===== src/rtl/lutcell_pkg.sv =====
package lutcell_pkg;
  typedef enum logic [1:0] {
    MODE_LOGIC = 2'd0,
    MODE_R16X2 = 2'd1,
    MODE_R32X1 = 2'd2,
    MODE_RSVD  = 2'd3
  } mode_e;

  typedef enum logic [1:0] {
    SRC_F = 2'd0,
    SRC_G = 2'd1,
    SRC_H = 2'd2,
    SRC_D = 2'd3
  } src_e;

  localparam int H_IN  = 3;
  localparam int H_W   = 2 ** H_IN;
  localparam int N_TBL = 2;
  localparam int N_FF  = 2;
endpackage


===== src/rtl/lut_table.sv =====
module lut_table #(
  parameter int ADDR_W = 4
) (
  input  logic              clk,
  input  logic [ADDR_W-1:0] addr,
  input  logic              wr_en,
  input  logic              wr_data,
  input  logic              pl_en,
  input  logic [ADDR_W-1:0] pl_addr,
  input  logic              pl_data,
  output logic              rd_data
);
  localparam int DEPTH = 2 ** ADDR_W;

  logic mem [DEPTH];

  always_ff @(posedge clk) begin
    if (pl_en)
      mem[pl_addr] <= pl_data;
    else if (wr_en)
      mem[addr] <= wr_data;
  end

  assign rd_data = mem[addr];
endmodule


===== src/rtl/lut_cell_hfn.sv =====
module lut_cell_hfn
  import lutcell_pkg::*;
(
  input  logic           mux_mode,
  input  logic [H_W-1:0] cfg,
  input  logic           f,
  input  logic           g,
  input  logic           h_in,
  output logic           h
);
  always_comb begin
    if (mux_mode)
      h = h_in ? g : f;
    else
      h = cfg[{h_in, g, f}];
  end
endmodule


===== src/rtl/lut_cell_ff.sv =====
module lut_cell_ff
  import lutcell_pkg::*;
(
  input  logic       clk,
  input  logic       rst,
  input  logic       clr,
  input  logic [1:0] sel,
  input  logic       f,
  input  logic       g,
  input  logic       h,
  input  logic       d,
  output logic       q
);
  logic nxt;

  always_comb begin
    unique case (src_e'(sel))
      SRC_F:   nxt = f;
      SRC_G:   nxt = g;
      SRC_H:   nxt = h;
      default: nxt = d;
    endcase
  end

  always_ff @(posedge clk) begin
    if (rst || clr)
      q <= 1'b0;
    else
      q <= nxt;
  end
endmodule


===== src/rtl/lut_ram_cell.sv =====
module lut_ram_cell
  import lutcell_pkg::*;
#(
  parameter int ADDR_W = 4
) (
  input  logic              clk,
  input  logic              rst,
  input  logic [1:0]        mode_sel,
  input  logic [ADDR_W-1:0] f_in,
  input  logic [ADDR_W-1:0] g_in,
  input  logic              ctl_h,
  input  logic              ctl_d,
  input  logic              ctl_w,
  input  logic [H_W-1:0]    h_cfg,
  input  logic [1:0]        q1_sel,
  input  logic [1:0]        q2_sel,
  input  logic              pl_en,
  input  logic              pl_sel,
  input  logic [ADDR_W-1:0] pl_addr,
  input  logic              pl_data,
  output logic              f_out,
  output logic              g_out,
  output logic              h_out,
  output logic              q1,
  output logic              q2
);
  mode_e mode;
  logic  is_logic, is_r16, is_r32;

  assign mode     = mode_e'(mode_sel);
  assign is_r16   = (mode == MODE_R16X2);
  assign is_r32   = (mode == MODE_R32X1);
  assign is_logic = !is_r16 && !is_r32;

  logic [ADDR_W-1:0] t_addr [N_TBL];
  logic              t_we   [N_TBL];
  logic              t_wd   [N_TBL];
  logic              t_rd   [N_TBL];

  assign t_addr[0] = f_in;
  assign t_addr[1] = g_in;

  // Control pins reinterpreted per mode: table 0 is F, table 1 is G
  always_comb begin
    t_we[0] = 1'b0;
    t_we[1] = 1'b0;
    t_wd[0] = ctl_d;
    t_wd[1] = ctl_d;
    if (is_r16) begin
      t_we[0] = ctl_w;
      t_we[1] = ctl_w;
      t_wd[1] = ctl_h;
    end else if (is_r32) begin
      t_we[0] = ctl_w && !ctl_h;
      t_we[1] = ctl_w && ctl_h;
    end
  end

  for (genvar t = 0; t < N_TBL; t++) begin : g_tbl
    lut_table #(.ADDR_W(ADDR_W)) i_tbl (
      .clk     (clk),
      .addr    (t_addr[t]),
      .wr_en   (t_we[t]),
      .wr_data (t_wd[t]),
      .pl_en   (pl_en && (pl_sel == 1'(t))),
      .pl_addr (pl_addr),
      .pl_data (pl_data),
      .rd_data (t_rd[t])
    );
  end

  assign f_out = t_rd[0];
  assign g_out = t_rd[1];

  lut_cell_hfn i_hfn (
    .mux_mode (is_r32),
    .cfg      (h_cfg),
    .f        (t_rd[0]),
    .g        (t_rd[1]),
    .h_in     (ctl_h),
    .h        (h_out)
  );

  logic [1:0] ff_sel [N_FF];
  logic       ff_q   [N_FF];

  assign ff_sel[0] = q1_sel;
  assign ff_sel[1] = q2_sel;

  for (genvar k = 0; k < N_FF; k++) begin : g_ff
    lut_cell_ff i_ff (
      .clk (clk),
      .rst (rst),
      .clr (is_logic && ctl_w),
      .sel (ff_sel[k]),
      .f   (t_rd[0]),
      .g   (t_rd[1]),
      .h   (h_out),
      .d   (ctl_d),
      .q   (ff_q[k])
    );
  end

  assign q1 = ff_q[0];
  assign q2 = ff_q[1];
endmodule


===== config.mk =====
export PLATFORM = sky130hd
export DESIGN_NAME = lut_ram_cell
export DESIGN_NICKNAME = d
export VERILOG_FILES = /design/src/rtl/lutcell_pkg.sv /design/src/rtl/lut_table.sv /design/src/rtl/lut_cell_hfn.sv /design/src/rtl/lut_cell_ff.sv /design/src/rtl/lut_ram_cell.sv
export SDC_FILE = /design/constraint.sdc
export NUM_CORES = 1
export LEC_CHECK = 0
export BUFFER_PORTS_ARGS = -buffer_cell sky130_fd_sc_hd__buf_2
export CORE_ASPECT_RATIO = 0.75
export CORE_MARGIN = 2
export CORE_UTILIZATION = 50
export CTS_CLUSTER_DIAMETER = 50
export DETAILED_ROUTE_END_ITERATION = 12
export PLACE_DENSITY = 0.71
export SYNTH_ARGS = -nofsm -noshare
export SYNTH_HDL_FRONTEND = slang
export SYNTH_SLANG_ARGS = --single-unit
export TNS_END_PERCENT = 30

===== constraint.sdc =====
create_clock -name clk -period 5.3 [get_ports clk]
set_input_delay 0.265 -clock clk [delete_from_list [all_inputs] [get_ports clk]]
set_output_delay 0.265 -clock clk [all_outputs]
set_load 0.02 [all_outputs]

# Word-level counts from Yosys, hierarchy flattened
# Memory sizes are Yosys's and may differ from the RTL's.
# Cells that the tools add are included.
totals:
  word_cells: 51
  n_memories: 2
  mem_bits_rw: 32
  input_bits: 34
  ff_bits: 2
  output_inout_bits: 5
memory_table:
  columns: ["memory", "words", "width", "rd", "rd_clocked_by_memory_dff", "wr", "line_no", "text"]
  rows:
  - ["g_tbl[0].i_tbl.mem", 16, 1, 1, 0, 1, "lut_table.sv:15", "logic mem [DEPTH];"]
  - ["g_tbl[1].i_tbl.mem", 16, 1, 1, 0, 1, "lut_table.sv:15", null]
op_classes:
  order_cmp: 1
  n_reduce_logical: 14
  mux: 25
  bitwise: 1
  eq_ne: 6
ops:
  columns: ["cell", "n"]
  rows:
  - ["$mux W1", 18]
  - ["$mux W4", 2]
  - ["$eq A2 B1 Y1 const B", 3]
  - ["$eq A2 B2 Y1 const B", 3]
  - ["$logic_and A1 B1 Y1", 6]
  - ["$pmux W1 S3", 2]
  - ["$logic_not A2 Y1", 2]
  - ["$lt A3 B4 Y1 const B", 1]
  - ["$mux W2", 2]
  - ["$bmux W1 S3", 1]
  - ["$logic_not A1 Y1", 3]
  - ["$reduce_or A1 Y1", 2]
  - ["$logic_or A1 B1 Y1", 1]
  - ["$not A1 Y1", 1]

# Depth between registers and ports, before layout
# Gate-level depths: netlist of run 1.
logic_depth:
  word_depth: 9
  depth_mapped: 10
  ltp_nobuf: 9

# Modules after synthesis
# From an unflattened synthesis of run 1, not the netlist that was laid out.
hier_totals:
  hier_cells: 155
  area_unflattened_um2: 1979.4
modules_own_cells:
  columns: ["module", "seq_area_each_um2", "cells_each", "n_inst", "area_each_um2"]
  rows:
  - ["lut_table", 480.5, 64, 2, 850.8]
  - ["lut_cell_ff", 20.0, 3, 2, 50.0]
  - ["lut_ram_cell", 0.0, 12, 1, 91.3]
  - ["lut_cell_hfn", 0.0, 9, 1, 86.3]

# Least setup slack after synthesis of run 1
# No wires, ideal clock.
synth_timing:
  kind: "input-to-reg"
  start: "input f_in[0]"
  end: "register g_ff[0].i_ff.q"
  setup_ps: 116
  n_path_buf: 1
  path_slack_ps: 2887
  arrival_time_ps: 2297
  stages: 8
  required_time_ps: 5184
  cell_sequence: "buf_6 mux4_2 mux2i_1 mux2_4 mux2_4 o211a_1 a211o_1 a41o_1"
synth_via:
  elab_chain_cells: 5
  elab_cells_between_ends: 6
  cone_classes: "5 x mux; 1 x memory"
synth_rtl:
  columns: ["element", "line_no", "text"]
  rows:
  - ["start, declared", "lut_ram_cell.sv:9", "input logic [ADDR_W-1:0] f_in,"]
  - ["$mem_v2 Z16 W1 *", null, null]
  - ["$bmux W1 S3", "lut_cell_hfn.sv:15", "h = cfg[{h_in, g, f}];"]
  - ["$mux W1 (not written as such)", "lut_cell_hfn.sv:15", null]
  - ["$mux W1 *", "lut_cell_hfn.sv:12", "if (mux_mode)"]
  - ["named net h_out", "lut_ram_cell.sv:23", "output logic h_out,"]
  - ["$pmux W1 S3 *", "lut_cell_ff.sv:17", "unique case (src_e'(sel))"]
  - ["end signal, assigned", "lut_cell_ff.sv:29", "q <= nxt;"]
  - ["end, declared", "lut_cell_ff.sv:12", "output logic q"]
# The timed path passes the listed nets; every way through them passes the cells marked *. The select of a mux whose other input is x is not followed.
# A chain may end at the register's enable or synchronous reset.

# Final worst setup path of run 1
layout_timing:
  start: "memory g_tbl[0].i_tbl.mem[13]"
  end: "output h_out"
layout_via:
  elab_chain_cells: 4
  elab_cells_between_ends: 5
  cone_classes: "4 x mux; 1 x memory"
layout_rtl:
  columns: ["element", "line_no"]
  rows:
  - ["start, declared", "lut_table.sv:15"]
  - ["$mem_v2 Z16 W1 *", null]
  - ["$bmux W1 S3", "lut_cell_hfn.sv:15"]
  - ["$mux W1 (not written as such)", "lut_cell_hfn.sv:15"]
  - ["$mux W1 *", "lut_cell_hfn.sv:12"]
  - ["end, declared", "lut_ram_cell.sv:23"]
# Mark *: on every way between the ends. The rest lies on a longest branch, timed or not. The select of a mux whose other input is x is not followed.

==> results of run 1 <==
[Yosys cell counts (2+ instances only)]
cell type,count
sky130_fd_sc_hd__nor2_1,38
sky130_fd_sc_hd__edfxtp_1,32
sky130_fd_sc_hd__mux4_2,11
sky130_fd_sc_hd__inv_1,10
sky130_fd_sc_hd__mux2i_1,9
sky130_fd_sc_hd__nor3_1,7
sky130_fd_sc_hd__nand2_1,6
sky130_fd_sc_hd__nand2b_1,6
sky130_fd_sc_hd__nand3_1,6
sky130_fd_sc_hd__a21oi_1,5
sky130_fd_sc_hd__a31oi_1,5
sky130_fd_sc_hd__clkbuf_1,3
sky130_fd_sc_hd__a41o_1,2
sky130_fd_sc_hd__dfxtp_1,2
sky130_fd_sc_hd__ha_1,2
sky130_fd_sc_hd__mux2_2,2
sky130_fd_sc_hd__mux2_4,2
sky130_fd_sc_hd__nor2b_1,2
sky130_fd_sc_hd__nor3b_1,2
sky130_fd_sc_hd__o21ai_0,2
[cell usage in the layout (no fill, tap or decap), types with 2 or more instances in the layout]
cell and n:
sky130_fd_sc_hd__clkbuf_8 5, sky130_fd_sc_hd__bufinv_16 2, sky130_fd_sc_hd__a41o_1 2, sky130_fd_sc_hd__nor2_1 38, sky130_fd_sc_hd__nor3_1 7, sky130_fd_sc_hd__a21oi_1 5, sky130_fd_sc_hd__nor2b_1 2, sky130_fd_sc_hd__nand2_1 6
sky130_fd_sc_hd__nor3b_1 2, sky130_fd_sc_hd__mux4_2 11, sky130_fd_sc_hd__inv_1 10, sky130_fd_sc_hd__nand3_1 6, sky130_fd_sc_hd__buf_2 38, sky130_fd_sc_hd__ha_1 2, sky130_fd_sc_hd__nand2b_1 6, sky130_fd_sc_hd__o21ai_0 2
sky130_fd_sc_hd__mux2_4 2, sky130_fd_sc_hd__mux2i_1 9, sky130_fd_sc_hd__dfxtp_1 2, sky130_fd_sc_hd__a31oi_1 5, sky130_fd_sc_hd__mux2_2 2, sky130_fd_sc_hd__edfxtp_1 32
[worst max-delay path, stage by stage (launching register included)]
cell,delay (ps)
sky130_fd_sc_hd__edfxtp_1,420
sky130_fd_sc_hd__mux4_2,490
sky130_fd_sc_hd__mux2i_1,200
sky130_fd_sc_hd__mux2_4,230
sky130_fd_sc_hd__mux2_4,300
sky130_fd_sc_hd__o211a_1,210
sky130_fd_sc_hd__a211o_1,270
sky130_fd_sc_hd__buf_2,170
[how the worst max path moves through the flow]
stage                                           from                   endpoint  slack [ps]  depth (start not counted)
global route        g_tbl[0].i_tbl.mem[13]$_DFFE_PP_                      h_out        2400                          7
global placement                             f_in[0]                      h_out        2740                          8
CTS                 g_tbl[0].i_tbl.mem[13]$_DFFE_PP_                      h_out        2460                          7
finish              g_tbl[0].i_tbl.mem[13]$_DFFE_PP_                      h_out        2460                          7
detailed placement                           f_in[0]                      h_out        2700                          8
floorplan                                    f_in[0]  g_ff[0].i_ff.q$_SDFF_PP0_        2890                          8
[power groups by stage]
stage | combinational [mW] | sequential [mW] | clock [mW]
finish | 0.107 | 0.305 | 0.288
global route | 0.117 | 0.306 | 0.301
CTS | 0.107 | 0.306 | 0.293
detailed placement | 0.107 | 0.311 | 0
global placement | 0.102 | 0.311 | 0
floorplan | 0.0684 | 0.312 | 0
[area by class of cell]
class	instances	area, sq um	area share, %
sequential	34	1000	43.6
multi-input combinational	115	862	37.6
timing repair buffer	38	190	8.29
clock buffer	5	68.8	3.00
clock inverter	3	68.8	3.00
tap	52	65.1	2.84
inverter	10	37.5	1.64
[routing by layer]
metal | share of wire [%] | wire length, microns | GRT usage [%] | up-vias
met5 | 0 | 0 | 0 | -
met4 | 2.4 | 102 | 8.77 | 0
met3 | 10 | 424 | 6.61 | 10
met2 | 44 | 1870 | 33.9 | 74
met1 | 43 | 1820 | 26.8 | 683
li1 | - | - | - | 697
[logic make-up (layout without fill, tap and decap cells)]
group	after synthesis	after routing	share of synthesized area, %
buf+inv	15	56	3.37
simple gates	68	68	15.6
compound gates	21	21	7.53
mux	24	24	20.2
flops	34	34	51.9
fa+ha+maj	2	2	1.30
[sequential cells by signal, summed over array words and instances (netlist names)]
signal           flops
g_ff.i_ff.q          2
g_tbl.i_tbl.mem     32
==> run summary, run 1 <==
The synthesized design contains 34 register bits. The core region is 3680 sq um. The clock network latency to the later pin of the worst-skew pair came out at ~300 ps. Setup repair after global routing left no endpoint under its margin.

The worst hold path passes through 2 cells. The proportion of layout cells with a drive suffix above 1 came out at between 20% and 30%. After synthesis, flip-flops and latches occupy about half of the total area.

In the routed layout, each cell is associated on average with a via count of 5.70. Measured on the finished design, the core utilization comes to between 60% and 70%. Clock tree synthesis inserted a total of 5 buffers.

Total power for the finished layout comes to roughly 0.7 mW. The cell type with the highest aggregate area in the netlist is sky130_fd_sc_hd__edfxtp_1. The number of diodes added for antenna fixing is 0. By startpoint and endpoint, the worst setup path is classified as flop to primary output. Summed over all nets, the switching power comes to 0.164 mW. STA puts the critical path data required time at 5040 ps. The run finished with clean final reports.

The post-layout minimum cycle time came out at roughly 2800 ps. The first detailed-routing pass took 4 iterations. Synthesis produced 164 cells. The final cell area excluding filler cells came out at roughly 2300 sq um.

For this configuration, the core starts out at a cell density of 52.3%. Clock tree synthesis selected as its root buffer the cell sky130_fd_sc_hd__clkbuf_8. The detailed router finished its first iteration with roughly 110 violations. The path category of the worst min-delay check is primary input to flop.

The reg2reg setup slack is approximately 2900 ps. Of the total power, combinational logic draws roughly 15%. The aggregate global routing overflow came out at 0.

The count of yosys warnings during synthesis came out at 0. The worst hold path startpoint is q1_sel[1]. The setup fix buffers added after clock tree synthesis is 0. The most used flip-flop cell after synthesis is sky130_fd_sc_hd__edfxtp_1.

The share of the synthesized area in the top cell type came out at approximately half. The post-synthesis instance area is 1930 sq um. The final non-filler cell total is between 200 and 300. The clock tree from TritonCTS is yes. The clock network burns 41.1% of the power. The placed instances occupy a cell area of between 2000 and 2500 sq um.

The endpoint type of the worst setup path is a primary output. The maximum ir drop on the vdd rail came out at 161 uV. The critical-path maximum fanout is 5. The number of distinct library cell variants in the gate-level netlist after synthesis is 30. The startpoint of the most critical register-to-register path is g_tbl[0].i_tbl.mem[13]$_DFFE_PP_. For this block, the via count after detailed routing is ~1500.

The worst hold margin is between 200 and 300 ps. Including well taps, the total number of placed cells is about 250. The clock passes through at most 2 buffers. The number of global-route vias before repair came out at ~1400. The final max-slew violation count came out at 0. The placed wire-length estimate after detailed placement is approximately 3.3 mm. The post-CTS clock slew at the launch and capture registers of the worst setup and hold paths is 70 ps.

For this run, asynchronously set or reset flops after synthesis account for 0%. Ranked by total cell area, the synthesized netlist is headed by sky130_fd_sc_hd__edfxtp_1 50%, sky130_fd_sc_hd__mux4_2 13%, sky130_fd_sc_hd__nor2_1 7.4%. The remaining routing DRC violations is 0. The worst setup skew after layout is around 10 ps.

In this run the tightest slew margin relative to its limit is 30.8%. The worst register-to-register path ends at g_ff[0].i_ff.q$_SDFF_PP0_. The global-route wire length before repair is 6.53 mm. The initialized floorplan defines 19 standard-cell rows. The routed length per instance came out at between 15 and 20 microns. Relative to the synthesized area, the layout overhead comes to 18.9%. In this run the horizontal extent of the chip is ~76 microns. The leakage dissipation is just over 0.9 nW. For this run, the total global-route usage over all layers was measured as 21.2%. The die extent in y came out at 57.8 microns. CTS saw 34 sinks. The tool flagged a number of max-cap violations equal to 0. Counting flops with a built-in enable in the synthesized netlist gives 32. The number of nets with antenna violations after detailed routing is 0. In this run switching power makes up around a quarter of total power. At the placement stage, the worst setup path has a slack of between 2000 and 3000 ps. STA classifies the critical path startpoint as a flop. In the final timing run, aggregate negative setup slack is 0 ps.

After detailed routing, the total wire length is about 4.2 mm. The die area came out at 4370 sq um. For hold timing, the worst endpoint is g_ff[0].i_ff.q$_SDFF_PP0_.

The post-cts repair resize count is 0. The largest net degree at the start of global routing came out at 17. The number of filler instances in the final layout came out at about 290. The last weighted congestion value of the routability-driven placer came out at between 0.8 and 0.9. The number of endpoints failing setup at the final stage is 0.

The CTS H-tree depth is 2. The cell-internal power came out at between 0.5 and 0.6 mW. Port buffering added 38 buffers. The number of nets in the layout came out at 240. The final critical path takes up between 50% and 60% of the cycle. The number of antenna violations at the first check in global routing was 0. The transition time at the pin with the least slew margin is 1040 ps. The power per standard cell area is just over 300 nW/um^2. The synthesized netlist net count came out at 200.

The maximum operating frequency came out at between 300 and 400 MHz. The setup slack after layout is approximately 2500 ps. The signal arrival time at the worst endpoint came out at 2580 ps. The mean post-synth cell area is 11.8 sq um. The count of final hold-check violations is 0. The sequential power share came out at about 44%. The number of hold-repair buffers added at the cts stage came out at 0. The number of cells on the worst reg-to-reg path is 7.

39 I/O pins were placed.
Power figures use the tool's default switching activity.
==> inputs of run 2 (changes only) <==
==> constraint.sdc (replaced) <==
create_clock -name clk -period 2.7 [get_ports clk]
set_input_delay 0.135 -clock clk [delete_from_list [all_inputs] [get_ports clk]]
set_output_delay 0.135 -clock clk [all_outputs]
set_load 0.02 [all_outputs]
==> run 2 against run 1 <==
Compared with the run above: combinational power is 110% higher; sequential share of layout area is 0.68 points lower; worst hold slack worse by 120 ps; clock skew is 7.3 ps lower; critical path type unchanged; largest cell class unchanged; largest power group unchanged.
==> run summary, run 2 (synthesized netlist as in run 1, its figures left out) <==
The run finished with clean final reports. The worst relative slew slack came to 32.4% (+1.6 points). The number of filler instances in the final layout came out at 296 (+3.5%). The number of buffers created by CTS came to 5 (unchanged). The worst hold margin is 130 ps (-121 ps). The number of antenna violations at the first check in global routing is 0 (unchanged). The reg2reg setup slack came to 120 ps (-2730 ps). The cell area reported after detailed placement is 2160 sq um (unchanged). The core outline area came out at 3680 sq um (unchanged).

The sum of negative setup slack came out at 0 ps (unchanged). The die outline width is 75.7 microns (unchanged). The placed cell count is 249 (unchanged).

The kind of start point of the critical path is a flop. TritonCTS built the clock tree. The via density per instance came out at 5.68 (-0.34%). The post-layout minimum cycle time is roughly 2700 ps.

The number of global-route vias before repair is 1362 (-5.7%). In this run the critical register-to-register path is captured at g_ff[0].i_ff.q$_SDFF_PP0_. The last weighted congestion value of the routability-driven placer is 0.857 (+0.63%). The cell depth of the worst min-delay path came out at 2 (unchanged). The worst path uses around 99% of the clock period. In this run the most critical hold path is launched from q1_sel[1]. The layout overhead on the synthesized area is 20.8%. The count of final hold-check violations came out at 0 (unchanged).

The initial DRC count was 81 (-28%). The maximum ir drop on the vdd rail came to 384 uV (+140%). The all-layer global routing usage is 21.4% (+0.16 points). The setup slack after layout came out at 26.5 ps (-2430 ps).

The number of diodes added for antenna fixing came out at 0 (unchanged). The number of violations of the max-capacitance limit is 0 (unchanged). The worst slack after detailed placement came out at 212 ps (-2490 ps). The leakage dissipation came out at 0.933 nW (+1.4%). The worst setup skew after layout is 2.41 ps (-7.31 ps).

The aggregate global routing overflow came out at 0 (unchanged). The type of the setup path with the least slack is flop to primary output. The transition time at the pin with the least slew margin came out at 1010 ps (-23.7 ps). The clock sink count came out at 34 (unchanged). The tree is rooted in a sky130_fd_sc_hd__clkbuf_8. The number of nets with antenna violations after detailed routing is 0 (unchanged). The worst-case clock buffer depth is 2 (unchanged). The power per standard cell area is 597 nW/um^2 (+95%). The maximum operating frequency came out at 374 MHz. The final non-filler cell total is 260 (+1.2%). The die extent in y came to 57.8 microns (unchanged). The number of port buffers came out at 38 (unchanged). The number of top-level design ports is 39 (unchanged).

The largest net degree at the start of global routing came to 17 (unchanged). The remaining routing DRC violations came to 0 (unchanged). The number of cells on the worst reg-to-reg path is 8 (+1). The number of endpoints failing setup at the final stage came out at 0 (unchanged). The worst hold path terminates at g_ff[0].i_ff.q$_SDFF_PP0_. The top cell types in the final layout, fill and taps aside, are 38 x sky130_fd_sc_hd__nor2_1, 37 x sky130_fd_sc_hd__buf_2, 32 x sky130_fd_sc_hd__edfxtp_1. The number of iterations in the first detailed-routing pass is 4 (unchanged).

The via count is 1476 (+0.82%). The total detailed-routing wirelength is 4.24 mm (+0.66%). The final cell area excluding filler cells came out at 2330 sq um (+1.6%). The global-route wire length before repair came out at 6.65 mm (+1.8%). The proportion of layout cells with a drive suffix above 1 came out at 31.7% (+2.0 points). The final max-slew violation count came out at 0 (unchanged). The startpoint of the most critical register-to-register path is g_tbl[0].i_tbl.mem[6]$_DFFE_PP_. In this run the worst setup path begins at g_tbl[0].i_tbl.mem[6]$_DFFE_PP_. The library cell used most frequently in the layout, excluding fill and tap cells, is sky130_fd_sc_hd__nor2_1. The number of hold-repair buffers added at the cts stage came out at 0 (unchanged). The starting utilization of the core area is 52.3% (unchanged). STA classifies the critical path endpoint as a primary output. The total number of placement rows was 19 (unchanged). The largest registers in the layout are g_tbl.i_tbl.mem: 32 flops, g_ff.i_ff.q: 2 flops. Counting flops per register, the top entry is g_tbl.i_tbl.mem. The clock network latency to the later pin of the worst-skew pair came out at 290 ps (about the same). The placed wire-length estimate after detailed placement was 3.24 mm (-0.47%). The number of flip-flops under the largest register name is 32 (unchanged). The signal arrival time at the worst endpoint came to 2540 ps (-40 ps). Setup repair after global routing could not meet its margin everywhere. The number of nets in the layout is 243 (+1.3%). The post-CTS clock slew at the launch and capture registers of the worst setup and hold paths is 70 ps (about the same). The CTS H-tree depth came to 2 (unchanged). The path category of the worst min-delay check is primary input to flop. The die area came out at 4370 sq um (unchanged).

The critical-path maximum fanout is 3 (-2). The data required time at the worst endpoint is 2570 ps (-2470 ps). The routed length per instance was 16.3 microns (-0.50%).
[run 2: changes by cell type in the layout (fill, tap and decap cells not counted), sizes merged]
| cell | delta |
|---|---|
| buf | +3 |
[run 2: critical path, cell delays in order (launching register included)]
cell	delay (ps)
sky130_fd_sc_hd__edfxtp_1	410
sky130_fd_sc_hd__mux4_2	500
sky130_fd_sc_hd__mux2i_2	190
sky130_fd_sc_hd__mux2_4	200
sky130_fd_sc_hd__mux2_4	290
sky130_fd_sc_hd__o211a_1	200
sky130_fd_sc_hd__a211o_1	310
sky130_fd_sc_hd__buf_6	140
[run 2: how the worst max path moves through the flow]
stage	to	slack [ps]	cells past startpoint
global route	h_out	-30	7
global placement	g_ff[0].i_ff.q$_SDFF_PP0_	340	8
detailed placement	g_tbl[1].i_tbl.mem[12]$_DFFE_PP_	210	7
finish	h_out	30	7
floorplan	g_ff[0].i_ff.q$_SDFF_PP0_	350	7
CTS	h_out	10	7
[run 2: power by group]
part	switching [mW]	internal, mW
combinational	0.127	0.101
clock	0.195	0.370
sequential	0.00387	0.596
total	0.326	1.07
[run 2: repair_timing]
action                                  4_1_cts  5_1_grt
endpoints found under the setup margin        1        1
gates cloned                                  0        0
gates resized for setup                       2        2
setup buffers                                 0        3
pin swaps                                     0        1
[run 2: layout make-up]
type / count / area, sq um / share of cell area, %
clock buffers: 5 / 68.8 / 2.95
multi-input cells: 115 / 870 / 37.3
repair buffers: 41 / 219 / 9.40
flip-flops and latches: 34 / 1000 / 43.0
clock inverters: 3 / 68.8 / 2.95
well taps: 52 / 65.1 / 2.79
inverters: 10 / 37.5 / 1.61
[run 2: metrics by stage]
stage / total power [mW] / utilization, %
finish: 1.39 / 63.2
detailed placement: 0.822 / 58.5
floorplan: 0.748 / -
global placement: 0.812 / 58.5
global route: 1.45 / 63.2
CTS: 1.39 / 62.4
[run 2: routing by layer]
metal  track usage (%)  vias up  part of all wire (%)
met1              30.0      703                    45
met3              7.13       11                   6.6
met2              32.0       61                    46
met5                 0        -                     0
met4              6.27        0                   2.3
li1                  -      701                     -
